[src/rtl/pwm_stage_pkg.sv]
package pwm_stage_pkg;
  localparam int EN_BIT   = 31;
  localparam int UPD_BIT  = 30;
  localparam int BASE_LSB = 8;
  localparam int THR_W    = 8;
  localparam int REG_W    = 32;
endpackage

[src/rtl/pwm_stage_regs.sv]
module pwm_stage_regs
  import pwm_stage_pkg::*;
#(
  parameter int BASE_W = 10
) (
  input  logic              clk_i,
  input  logic              rst_ni,
  input  logic              wr_en_i,
  input  logic [REG_W-1:0]  wr_data_i,
  input  logic              boundary_i,
  output logic              en_o,
  output logic              upd_o,
  output logic [BASE_W-1:0] shd_base_o,
  output logic [THR_W-1:0]  shd_thr_o,
  output logic [REG_W-1:0]  rd_data_o
);
  localparam int BASE_MSB = BASE_LSB + BASE_W - 1;

  if (BASE_W < THR_W || BASE_MSB >= UPD_BIT) begin : g_bad_width
    $error("BASE_W out of range");
  end

  logic wr_set;
  assign wr_set = wr_en_i && wr_data_i[UPD_BIT];

  always_ff @(posedge clk_i or negedge rst_ni) begin
    if (!rst_ni) begin
      en_o       <= 1'b0;
      upd_o      <= 1'b0;
      shd_base_o <= '0;
      shd_thr_o  <= '0;
    end else begin
      if (wr_en_i) begin
        en_o       <= wr_data_i[EN_BIT];
        shd_base_o <= wr_data_i[BASE_MSB:BASE_LSB];
        shd_thr_o  <= wr_data_i[THR_W-1:0];
      end
      // a new request wins over a clear on the same clock
      if (wr_set)          upd_o <= 1'b1;
      else if (boundary_i) upd_o <= 1'b0;
    end
  end

  always_comb begin
    rd_data_o                    = '0;
    rd_data_o[EN_BIT]            = en_o;
    rd_data_o[UPD_BIT]           = upd_o;
    rd_data_o[BASE_MSB:BASE_LSB] = shd_base_o;
    rd_data_o[THR_W-1:0]         = shd_thr_o;
  end
endmodule

[src/rtl/pwm_stage_active.sv]
module pwm_stage_active
  import pwm_stage_pkg::*;
#(
  parameter int BASE_W = 10
) (
  input  logic              clk_i,
  input  logic              rst_ni,
  input  logic              boundary_i,
  input  logic              upd_i,
  input  logic [BASE_W-1:0] shd_base_i,
  input  logic [THR_W-1:0]  shd_thr_i,
  output logic [BASE_W-1:0] act_base_o,
  output logic [THR_W-1:0]  act_thr_o
);
  always_ff @(posedge clk_i or negedge rst_ni) begin
    if (!rst_ni) begin
      act_base_o <= '0;
      act_thr_o  <= '0;
    end else if (boundary_i && upd_i) begin
      act_base_o <= shd_base_i;
      act_thr_o  <= shd_thr_i;
    end
  end
endmodule

[src/rtl/pwm_stage_phase.sv]
module pwm_stage_phase
  import pwm_stage_pkg::*;
#(
  parameter int BASE_W = 10
) (
  input  logic              clk_i,
  input  logic              rst_ni,
  input  logic              en_i,
  input  logic [BASE_W-1:0] inc_i,
  output logic              boundary_o,
  output logic [BASE_W-1:0] acc_o,
  output logic [THR_W-1:0]  top_o
);
  logic          run_q;
  logic [BASE_W:0] sum;

  assign sum        = {1'b0, acc_o} + {1'b0, inc_i};
  // cycle starts on first enabled clock, then on every carry
  assign boundary_o = en_i && (!run_q || sum[BASE_W]);
  assign top_o      = acc_o[BASE_W-1 -: THR_W];

  always_ff @(posedge clk_i or negedge rst_ni) begin
    if (!rst_ni) begin
      run_q <= 1'b0;
      acc_o <= '0;
    end else begin
      run_q <= en_i;
      if (!en_i || !run_q) acc_o <= '0;
      else                 acc_o <= sum[BASE_W-1:0];
    end
  end
endmodule

[src/rtl/pwm_stage_cmp.sv]
module pwm_stage_cmp
  import pwm_stage_pkg::*;
(
  input  logic             en_i,
  input  logic [THR_W-1:0] top_i,
  input  logic [THR_W-1:0] thr_i,
  output logic             pwm_o
);
  assign pwm_o = en_i && (top_i >= thr_i);
endmodule

[src/rtl/pwm_stage_top.sv]
module pwm_stage_top
  import pwm_stage_pkg::*;
#(
  parameter int BASE_W = 10
) (
  input  logic        clk_i,
  input  logic        rst_ni,
  input  logic        wr_en_i,
  input  logic [31:0] wr_data_i,
  output logic [31:0] rd_data_o,
  output logic        pwm_o
);
  logic              en_q;
  logic              upd_q;
  logic              boundary;
  logic [BASE_W-1:0] shd_base;
  logic [THR_W-1:0]  shd_thr;
  logic [BASE_W-1:0] act_base;
  logic [THR_W-1:0]  act_thr;
  logic [BASE_W-1:0] acc_q;
  logic [THR_W-1:0]  acc_top;

  pwm_stage_regs #(.BASE_W(BASE_W)) u_regs (
    .clk_i      (clk_i),
    .rst_ni     (rst_ni),
    .wr_en_i    (wr_en_i),
    .wr_data_i  (wr_data_i),
    .boundary_i (boundary),
    .en_o       (en_q),
    .upd_o      (upd_q),
    .shd_base_o (shd_base),
    .shd_thr_o  (shd_thr),
    .rd_data_o  (rd_data_o)
  );

  pwm_stage_active #(.BASE_W(BASE_W)) u_active (
    .clk_i      (clk_i),
    .rst_ni     (rst_ni),
    .boundary_i (boundary),
    .upd_i      (upd_q),
    .shd_base_i (shd_base),
    .shd_thr_i  (shd_thr),
    .act_base_o (act_base),
    .act_thr_o  (act_thr)
  );

  pwm_stage_phase #(.BASE_W(BASE_W)) u_phase (
    .clk_i      (clk_i),
    .rst_ni     (rst_ni),
    .en_i       (en_q),
    .inc_i      (act_base),
    .boundary_o (boundary),
    .acc_o      (acc_q),
    .top_o      (acc_top)
  );

  pwm_stage_cmp u_cmp (
    .en_i  (en_q),
    .top_i (acc_top),
    .thr_i (act_thr),
    .pwm_o (pwm_o)
  );
endmodule

[config.mk]
export PLATFORM = sky130hd
export DESIGN_NAME = pwm_stage_top
export DESIGN_NICKNAME = d
export VERILOG_FILES = /design/src/rtl/pwm_stage_pkg.sv /design/src/rtl/pwm_stage_regs.sv /design/src/rtl/pwm_stage_active.sv /design/src/rtl/pwm_stage_phase.sv /design/src/rtl/pwm_stage_cmp.sv /design/src/rtl/pwm_stage_top.sv
export SDC_FILE = /design/constraint.sdc
export NUM_CORES = 1
export LEC_CHECK = 0
export CAP_MARGIN = 20
export CORE_MARGIN = 8
export CORE_UTILIZATION = 54
export CTS_CLUSTER_SIZE = 25
export DETAILED_ROUTE_END_ITERATION = 6
export GPL_ROUTABILITY_DRIVEN = 0
export HOLD_SLACK_MARGIN = 0.06
export PLACE_DENSITY = 0.86
export SYNTH_ARGS = -nofsm -noshare
export SYNTH_HDL_FRONTEND = slang
export SYNTH_HIERARCHICAL = 1
export SYNTH_SLANG_ARGS = --single-unit
[constraint.sdc]
create_clock -name clk_i -period 7.2 [get_ports clk_i]
set_input_delay 1.8 -clock clk_i [delete_from_list [all_inputs] [get_ports clk_i]]
set_output_delay 1.8 -clock clk_i [all_outputs]
set_load 0.01 [all_outputs]
# Word-level counts from Yosys, hierarchy flattened
# Index checks and enable logic that the tools add are counted.
# Widths: inputs -> output; s select.
[totals]
register_bits = 49
elab_cells = 22
inputBits = 35
output_inout_bits = 33
[classes]
muxes = 3
n_addsub = 1
n_reduce_logical = 9
n_lt_le_gt_ge = 1
[op_table]
columns = ["operator", "n"]
rows = [
  ["$add 10x10->11", 1],
  ["$mux 10", 1],
  ["$ge 8x8->1", 1],
  ["$logic_and 1x1->1", 4],
  ["$logic_not 1->1", 2],
  ["$logic_or 1x1->1", 2],
  ["$mux 1", 2],
  ["$reduce_bool 2->1", 1],
]

# Depth between registers and ports, before layout
# Gate-level depths: netlist of run 1.
[depth]
depth_word = 5
mapped_depth = 11
ltp_nobuf = 10

# Modules after synthesis
# Netlist of run 1, hierarchy kept.
[by_module_without_submodules]
columns = ["module", "cells_each", "seq_area_each_um2", "area_per_inst_um2", "instances"]
rows = [
  ["pwm_stage_regs", 77, 500.5, 1064.8, 1],
  ["pwm_stage_phase", 89, 275.3, 813.3, 1],
  ["pwm_stage_active", 38, 450.4, 721.9, 1],
  ["pwm_stage_cmp", 27, 0.0, 192.7, 1],
]

# Worst setup path after synthesis of run 1
# Ideal clock, no wire load.
[synth_path]
path_type = "register to output"
start = "reg u_phase.acc_o[4]"
end = "out pwm_o"
stages_incl_launch_ff = 6
slack_ps = 3976
n_path_buf = 1
t_arrival_ps = 1424
cell_sequence = "dfrtp_1 buf_4 ha_1 o211ai_1 a2111oi_1 o21a_1"
[synth_via]
elab_chain_len = 2
[synth_rtl]
columns = ["item", "line", "rtl"]
rows = [
  ["start: declaration", "pwm_stage_phase.sv:11", "output logic [BASE_W-1:0] acc_o,"],
  ["start signal: assignment", "pwm_stage_phase.sv:29", "else acc_o <= sum[BASE_W-1:0];"],
  ["$ge 8x8->1", "pwm_stage_cmp.sv:9", "assign pwm_o = en_i && (top_i >= thr_i);"],
  ["$logic_and 1x1->1", "pwm_stage_cmp.sv:9", ""],
  ["end: declaration", "pwm_stage_top.sv:11", "output logic pwm_o"],
]
# No other way between the ends.

# Worst setup path after layout of run 1
# Same ends and word-level chain as after synthesis.

==> results of run 1 <==
-- where the power goes --
group / switching, mW / total, mW / internal (mW)
Combinational: 0.224 / 0.462 / 0.238
Sequential: 0.0623 / 0.420 / 0.358
Clock: 0.0931 / 0.173 / 0.0798
Total: 0.380 / 1.05 / 0.675
-- synth_stat cells, drive strengths merged --
| master | n |
|---|---|
| and2b | 1 |
| conb | 1 |
| dfrtp | 49 |
| nand2 | 9 |
| mux2 | 37 |
| nor2b | 1 |
| inv | 16 |
| o2111ai | 1 |
| nor3 | 7 |
| a221oi | 1 |
| nand3 | 4 |
| o21a | 3 |
| a21o | 1 |
| xnor2 | 1 |
| nand2b | 1 |
| fa | 1 |
| a31oi | 1 |
| xor2 | 3 |
| nor2 | 9 |
| o21ai | 10 |
| and3 | 1 |
| buf | 43 |
| ha | 18 |
| a211oi | 4 |
| o211ai | 1 |
| a21oi | 6 |
| a2111oi | 1 |
-- final cells by class --
| class | instances | area, sq um |
|---|---|---|
| Inverter | 16 | 60.1 |
| Clock buffer | 6 | 82.6 |
| Fill cell | 385 | 1910 |
| Multi-Input combinational cell | 134 | 1200 |
| Timing Repair Buffer | 45 | 453 |
| Sequential cell | 49 | 1230 |
| Tap cell | 70 | 87.6 |
| Clock inverter | 2 | 17.5 |
-- worst paths after layout --
check	start	endpoint	slack (ns)	depth (start not counted)
worst max-delay path	u_phase/acc_o[4]	pwm_o	3.12	5
worst max register to register	u_active/act_base_o[0]	u_active/act_thr_o[4]	4.49	10
min in group asynchronous	rst_ni	u_regs/shd_base_o[3]	1.34	1
worst min register to register	u_active/act_thr_o[2]	u_active/act_thr_o[2]	0.51	1
worst min-delay path	u_active/act_thr_o[2]	u_active/act_thr_o[2]	0.51	1
max in group asynchronous	rst_ni	u_regs/shd_thr_o[0]	5.37	2
-- registers in the layout, indices dropped and copies added, names as in the netlist --
name	cells
u_regs/en_o	1
u_regs/shd_thr_o	8
u_phase/acc_o	10
u_phase/run_q	1
u_regs/shd_base_o	10
u_regs/upd_o	1
u_active/act_thr_o	8
u_active/act_base_o	10
-- cells by family after synthesis --
family / Yosys count
adder cells (fa/ha/maj): 19
AO/OA/AOI/OAI: 29
multiplexers: 37
other: 1
AND/OR/NAND/NOR: 33
buffers and inverters: 59
flip-flops: 49
XOR/XNOR: 4
-- per-stage QoR --
stage / cells / setup WS, ns / utilization (%)
after CTS: 321 / 3.11 / 61.7
after global placement: 313 / 3.48 / 59.7
after floorplan: 242 / 3.98 / -
after detailed placement: 313 / 3.45 / 59.7
after global routing: 322 / 2.95 / 62.1
final: 322 / 3.12 / 62.1
-- routing by layer --
metal | vias to the layer above | global-route usage, % | part of all wire (%)
met5 | - | 0 | 0
met4 | 0 | 6.72 | 2.3
met3 | 11 | 4.69 | 8.3
met2 | 73 | 24.4 | 49
met1 | 811 | 16.9 | 40
li1 | 782 | - | -
-- worst max-delay path: cells and delay by family (launching register included) --
family	cells	cell delay, ns
adders and majority gates	1	0.31
AOI/OAI and AO/OA	3	0.72
DFF	1	0.42
buffers and inverters	1	0.53
==> impl_metrics.toml, run 1 <==
[synth]
synth_xor_xnor_area_share_pct = 1.25
ys_seq_area_share_pct = 43.9
synth_compound_area_share_pct = 7.08
synthesis.area_sq_um = 2790
synth_top_area_share_pct = 43.9
synth_top_family_by_area = "multiplexers"
syn_area_per_cell_sq_um = 12.1
synth_cell_types = 33
synthAdderAreaFrac_pct = 8.78
ys_seq_elements = 49
synth_cells = 231
ys_warn_count = 6
yosysTopAreaCell = "dfrtp_1"
synthSimpleGateAreaFrac_pct = 5.60
synthMuxAreaShare_pct = 18.8
ys_top_cells_by_area = "dfrtp_1 44%, mux2_4 16%, buf_4 11%"

[routing]
drc = 0
drtIter0Drc = 88
drt-total-wl_mm = 5.16
ant_nets = 0
vias = 1677
drtPass1Iterations = 4
viasPerCell = 5.21
wl_per_cell_um = 16.0

[clock_network]
root_buffer = "clkbuf_8"
post_cts_buffers = 0
h-tree-depth = 2
cts_tree = "done"
numCtsBuffers = 5
clkTransAtPathRegs_ns = 0.09
cts_resized = 0
clock-sinks = 49
clock_latency_ns = 0.31
clockBufferDepth = 2
cts_hold_buf = 0

[sta]
setup_violations = 0
tns_ns = 0
slew_violations = 0
fin_crit_sh_pct = 56.6
relSlewSlack_pct = 66.7
fin_worst_skew_ns = 0.0121
rsz0062_at_grt = "no"
hold_slack_ns = 0.515
fmax_ghz = 0.245
worstMarginPinSlew_ns = 0.498
min_period_ns = 4.08
hold_violations = 0

[floorplan]
start_util_pct = 55.4
io_pins = 68
coreArea_sq_um = 5040
rows = 26
die_h_um = 87.9
die_area_sq_um = 7730
fp.dieW_um = 87.9

[final_layout]
nets = 305
mostFrequentLayoutCell = "dfrtp_1"
drive_above_1_share_pct = 20.6
mostFrequentLayoutCells = "49 x dfrtp_1, 42 x clkdlybuf4s50_1, 29 x mux2_4"
num_antenna_cells = 0
final_cell_area_sq_um = 3130
syn_to_final_growth_pct = 12.1

[worst_setup_path]
slowest_stage = "clkdlybuf4s50_1"
path_cells = "ha_1 > o211ai_1 > a2111oi_1 > o21a_1 > clkdlybuf4s50_1"
endpoint_kind = "output pin"
cp_max_fo = 2
arrival_ns = 2.28
worst-setup-path-type = "register to output pin"
crit_path_start_kind = "register"
cp_slowest_stage_delay_ns = 0.53
cp.required_ns = 5.40

[place]
dp_hpwl_mm = 3.94
placed_area_sq_um = 3010
portBuffers = 43

[global_route]
antenna_found_initial = 0
overflow = 0
globalRouteTotalUtil_pct = 14.7
grt_max_degree = 50
grt_pass1_vias = 1814
grt_pass1_wl_mm = 8.65

[min_path]
holdCritPathClass = "register to register"

[power]
peakVddDrop_uv = 207
power.total_mw = 1.05
leakage_nw = 1.52
powerDensity_nw_per_um2 = 337

[run_status]
run_status = "completed"

[flow_run]
max_cap_violations = 0
Power figures use the tool's default switching activity.
==> run 2: changes to the inputs <==
- CORE_UTILIZATION: 54 -> 45
- PLACE_DENSITY: 0.86 -> 0.77
- clock period: 7.2 -> 3.5 ns (I/O delays scaled with it)
==> impl_metrics.toml, run 2 (synthesis gave the netlist of run 1 again) <==
[run_status]
run_status = "completed"

[sta]
fin_ws_ns = 0.388
worstMarginPinSlew_ns = 0.755
fin_worst_skew_ns = 0.00866
slew_violations = 0
rsz0062_at_grt = "no"
relSlewSlack_pct = 49.7
hold_violations = 0
hold_slack_ns = 0.515
tns_ns = 0
min_period_ns = 3.11
fmax_ghz = 0.321
setup_violations = 0
fin_crit_sh_pct = 88.9

[routing]
vias = 1605
viasPerCell = 4.92
drc = 0
drt-total-wl_mm = 4.80
drtIter0Drc = 43
ant_nets = 0
drtPass1Iterations = 4
wl_per_cell_um = 14.7

[floorplan]
die_area_sq_um = 8980
rows = 28
fp.dieW_um = 94.8
coreArea_sq_um = 5960
io_pins = 68
start_util_pct = 46.9
die_h_um = 94.8

[place]
dp.cells = 319
pre_cts_ws_ns = 0.685
dp_hpwl_mm = 3.73
portBuffers = 43
placed_area_sq_um = 3030

[clock_network]
root_buffer = "clkbuf_8"
post_cts_buffers = 0
cts_hold_buf = 0
h-tree-depth = 2
clockBufferDepth = 2
cts_tree = "done"
clock_latency_ns = 0.30
clock-sinks = 49
numCtsBuffers = 5
cts_resized = 0
clkTransAtPathRegs_ns = 0.08

[global_route]
overflow = 0
globalRouteTotalUtil_pct = 11.4
antenna_found_initial = 0
grt_max_degree = 34
grt_pass1_vias = 1699
grt_pass1_wl_mm = 8.21

[worst_setup_path]
arrival_ns = 2.24
worst-setup-path-type = "register to output pin"
reg2reg_depth = 10
cp.required_ns = 2.62
endpoint_kind = "output pin"
cp_max_fo = 2
crit_path_start_kind = "register"

[final_layout]
syn_to_final_growth_pct = 12.1
final_cell_count_no_fill = 326
post-route-util_pct = 52.5
num_antenna_cells = 0
drive_above_1_share_pct = 20.3
top_regs = "u_active/act_base_o (10), u_phase/acc_o (10), u_regs/shd_base_o (10)"
final_cell_area_sq_um = 3130
fillCellCount = 548
nets = 305
multi_input_area_sq_um = 1200
mostFrequentLayoutCells = "49 x dfrtp_1, 42 x clkdlybuf4s50_1, 29 x mux2_4"
mostFrequentLayoutCell = "dfrtp_1"
seq_area_sq_um = 1230

[power]
power.total_mw = 2.17
powerDensity_nw_per_um2 = 693
leakage_nw = 1.51
peakVddDrop_uv = 300

[min_path]
holdCritPathClass = "register to register"
whs_path_depth = 1

[flow_run]
max_cap_violations = 0
-- run 2: cell type report --
class,instances,area share (%)
Tap cell,75,3.00
Clock buffer,5,2.20
Multi-Input combinational cell,134,38.5
Clock inverter,2,1.12
Timing Repair Buffer,45,14.1
Inverter,16,1.92
Sequential cell,49,39.2
-- run 2: worst max-delay path, stage by stage (launching register included) --
cell and delay (ns):
dfrtp_1 0.41, ha_1 0.31, o211ai_1 0.09, a2111oi_1 0.39
o21a_1 0.20, clkdlybuf4s50_1 0.54
-- run 2: path summary, 6_finish.rpt --
| kind | startpoint | end | slack [ns] |
|---|---|---|---|
| min in group asynchronous | rst_ni | u_regs/shd_thr_o[0] | 0.64 |
| max in group asynchronous | rst_ni | u_phase/run_q | 2.14 |
| max reg2reg | u_active/act_base_o[0] | u_active/act_base_o[1] | 0.83 |
| min | u_active/act_thr_o[3] | u_active/act_thr_o[3] | 0.52 |
| max | u_phase/acc_o[4] | pwm_o | 0.39 |
| min reg2reg | u_active/act_thr_o[3] | u_active/act_thr_o[3] | 0.52 |
-- run 2: layer usage --
metal / track usage [%] / up-vias / part of all wire (%)
li1: - / 781 / -
met1: 14.8 / 768 / 46
met2: 18.0 / 51 / 45
met3: 3.49 / 5 / 7.2
met4: 3.12 / 0 / 0.92
met5: 0 / - / 0
-- run 2: power by group --
part / internal [mW] / switching (mW) / leakage (nW)
combinational: 0.484 / 0.440 / 0.868
sequential: 0.736 / 0.121 / 0.593
clock: 0.208 / 0.179 / 0.0540
==> run 3: changes to the inputs <==
- PLACE_DENSITY: 0.77 -> not set
- PLACE_DENSITY_LB_ADDON: not set -> 0.05
- RECOVER_POWER: not set -> 25
==> impl_metrics.toml, run 3 (synthesis gave the netlist of run 1 again) <==
[run_status]
run_status = "finished with violations"
violations = "capacitance limit, slew limit"

[final_layout]
mostFrequentLayoutCell = "dfrtp_1"
top_regs = "u_active/act_base_o (10), u_phase/acc_o (10), u_regs/shd_base_o (10)"
drive_above_1_share_pct = 19.8
mostFrequentLayoutCells = "49 x dfrtp_1, 42 x clkdlybuf4s50_1, 29 x mux2_4"
num_antenna_cells = 0
syn_to_final_growth_pct = 12.3
post-route-util_pct = 52.6
nets = 305
fillCellCount = 579

[routing]
drt-total-wl_mm = 4.88
drtIter0Drc = 46
vias = 1591
drc = 0
drtPass1Iterations = 4
viasPerCell = 4.87
wl_per_cell_um = 14.9
ant_nets = 0

[worst_setup_path]
worst-setup-path-type = "register to output pin"
path_cells = "ha_1 > o211ai_1 > a2111oi_1 > o21a_1 > clkdlybuf4s50_1"
cp_max_fo = 2
endpoint_kind = "output pin"
cp.required_ns = 2.62
reg2reg_depth = 10
crit_end = "pwm_o"
r2r_start = "u_active/act_base_o[0]"
r2r_slack_ns = 0.83
arrival_ns = 2.22
slowest_stage = "clkdlybuf4s50_1"
cp_slowest_stage_delay_ns = 0.53
reg2reg_to = "u_active/act_thr_o[4]"
crit_start = "u_phase/acc_o[4]"
crit_path_start_kind = "register"

[global_route]
grt_max_degree = 30
overflow = 0
grt_pass1_wl_mm = 8.24
globalRouteTotalUtil_pct = 11.8
antenna_found_initial = 0
grt_pass1_vias = 1691

[clock_network]
numCtsBuffers = 5
clock_latency_ns = 0.30
post_cts_buffers = 0
clock-sinks = 49
cts_resized = 0
clkTransAtPathRegs_ns = 0.09
h-tree-depth = 2
cts_hold_buf = 0
cts_tree = "done"
clockBufferDepth = 2
root_buffer = "clkbuf_8"

[sta]
hold_violations = 0
setup_violations = 0
rsz0062_at_grt = "no"
fmax_ghz = 0.323
fin_crit_sh_pct = 88.4
fin_worst_skew_ns = 0.00469
relSlewSlack_pct = -6.19
min_period_ns = 3.10
slew_violations = 30
tns_ns = 0
worstMarginPinSlew_ns = 1.59

[power]
peakVddDrop_uv = 279
powerDensity_nw_per_um2 = 694
leakage_nw = 1.51

[floorplan]
die_area_sq_um = 8980
fp.dieW_um = 94.8
coreArea_sq_um = 5960
start_util_pct = 46.9
rows = 28
die_h_um = 94.8
io_pins = 68

[place]
portBuffers = 43
dp_hpwl_mm = 3.67

[min_path]
whs_path_depth = 1
holdCritPathClass = "register to register"

[flow_run]
max_cap_violations = 1
-- run 3: changes by cell type in the layout (fill, tap and decap cells not counted) --
cell / previous run / this run
buf_2: 1 / 0
clkbuf_1: 0 / 2
clkinv_2: 1 / 0
clkinv_4: 0 / 1
-- run 3: power breakdown --
group	switching, mW	total (mW)	internal [mW]
clock	0.189	0.404	0.215
sequential	0.117	0.853	0.736
combinational	0.437	0.920	0.483
total	0.744	2.18	1.43
-- run 3: layout make-up --
| cell class | instances | area, sq um | area share [%] |
|---|---|---|---|
| sequential | 49 | 1230 | 39.1 |
| multi-input combinational | 134 | 1200 | 38.4 |
| timing repair buffer | 45 | 439 | 14.0 |
| tap | 75 | 93.8 | 2.99 |
| clock buffer | 6 | 72.6 | 2.31 |
| inverter | 16 | 60.1 | 1.92 |
| clock inverter | 2 | 38.8 | 1.24 |
-- run 3: worst min path at each step --
stage | start | to | slack, ns
finish | u_active/act_thr_o[7] | u_active/act_thr_o[7] | 0.51
CTS | u_active/act_thr_o[3] | u_active/act_thr_o[3] | 0.52
floorplan | u_regs/en_o | u_phase/run_q | 0.48
detailed placement | u_active/act_thr_o[0] | u_active/act_thr_o[0] | 0.50
global route | u_active/act_thr_o[3] | u_active/act_thr_o[3] | 0.55
global placement | u_active/act_thr_o[1] | u_active/act_thr_o[1] | 0.49
-- run 3: layer usage --
layer | global-route usage [%] | vias to the layer above | part of all wire (%)
li1 | - | 785 | -
met1 | 15.1 | 756 | 48
met2 | 17.7 | 44 | 43
met3 | 4.92 | 6 | 8.2
met4 | 3.90 | 0 | 1.3
met5 | 0 | - | 0
-- run 3: metrics by stage --
stage	cells	setup WS, ns	hold slack (ns)	area (sq um)	total power [mW]
after detailed placement	319	0.673	0.499	3030	1.80
after global placement	319	0.700	0.491	3030	1.78
final	327	0.405	0.515	3140	2.18
after global routing	327	0.243	0.547	3140	2.37
after CTS	327	0.342	0.520	3140	2.21
after floorplan	242	1.05	0.477	2830	1.63
-- run 3: worst max-delay path: cells and delay by family (launching register included) --
| family | cells | cell delay (ns) |
|---|---|---|
| compound gates | 3 | 0.68 |
| flops | 1 | 0.41 |
| buf+inv | 1 | 0.53 |
| fa+ha+maj | 1 | 0.30 |
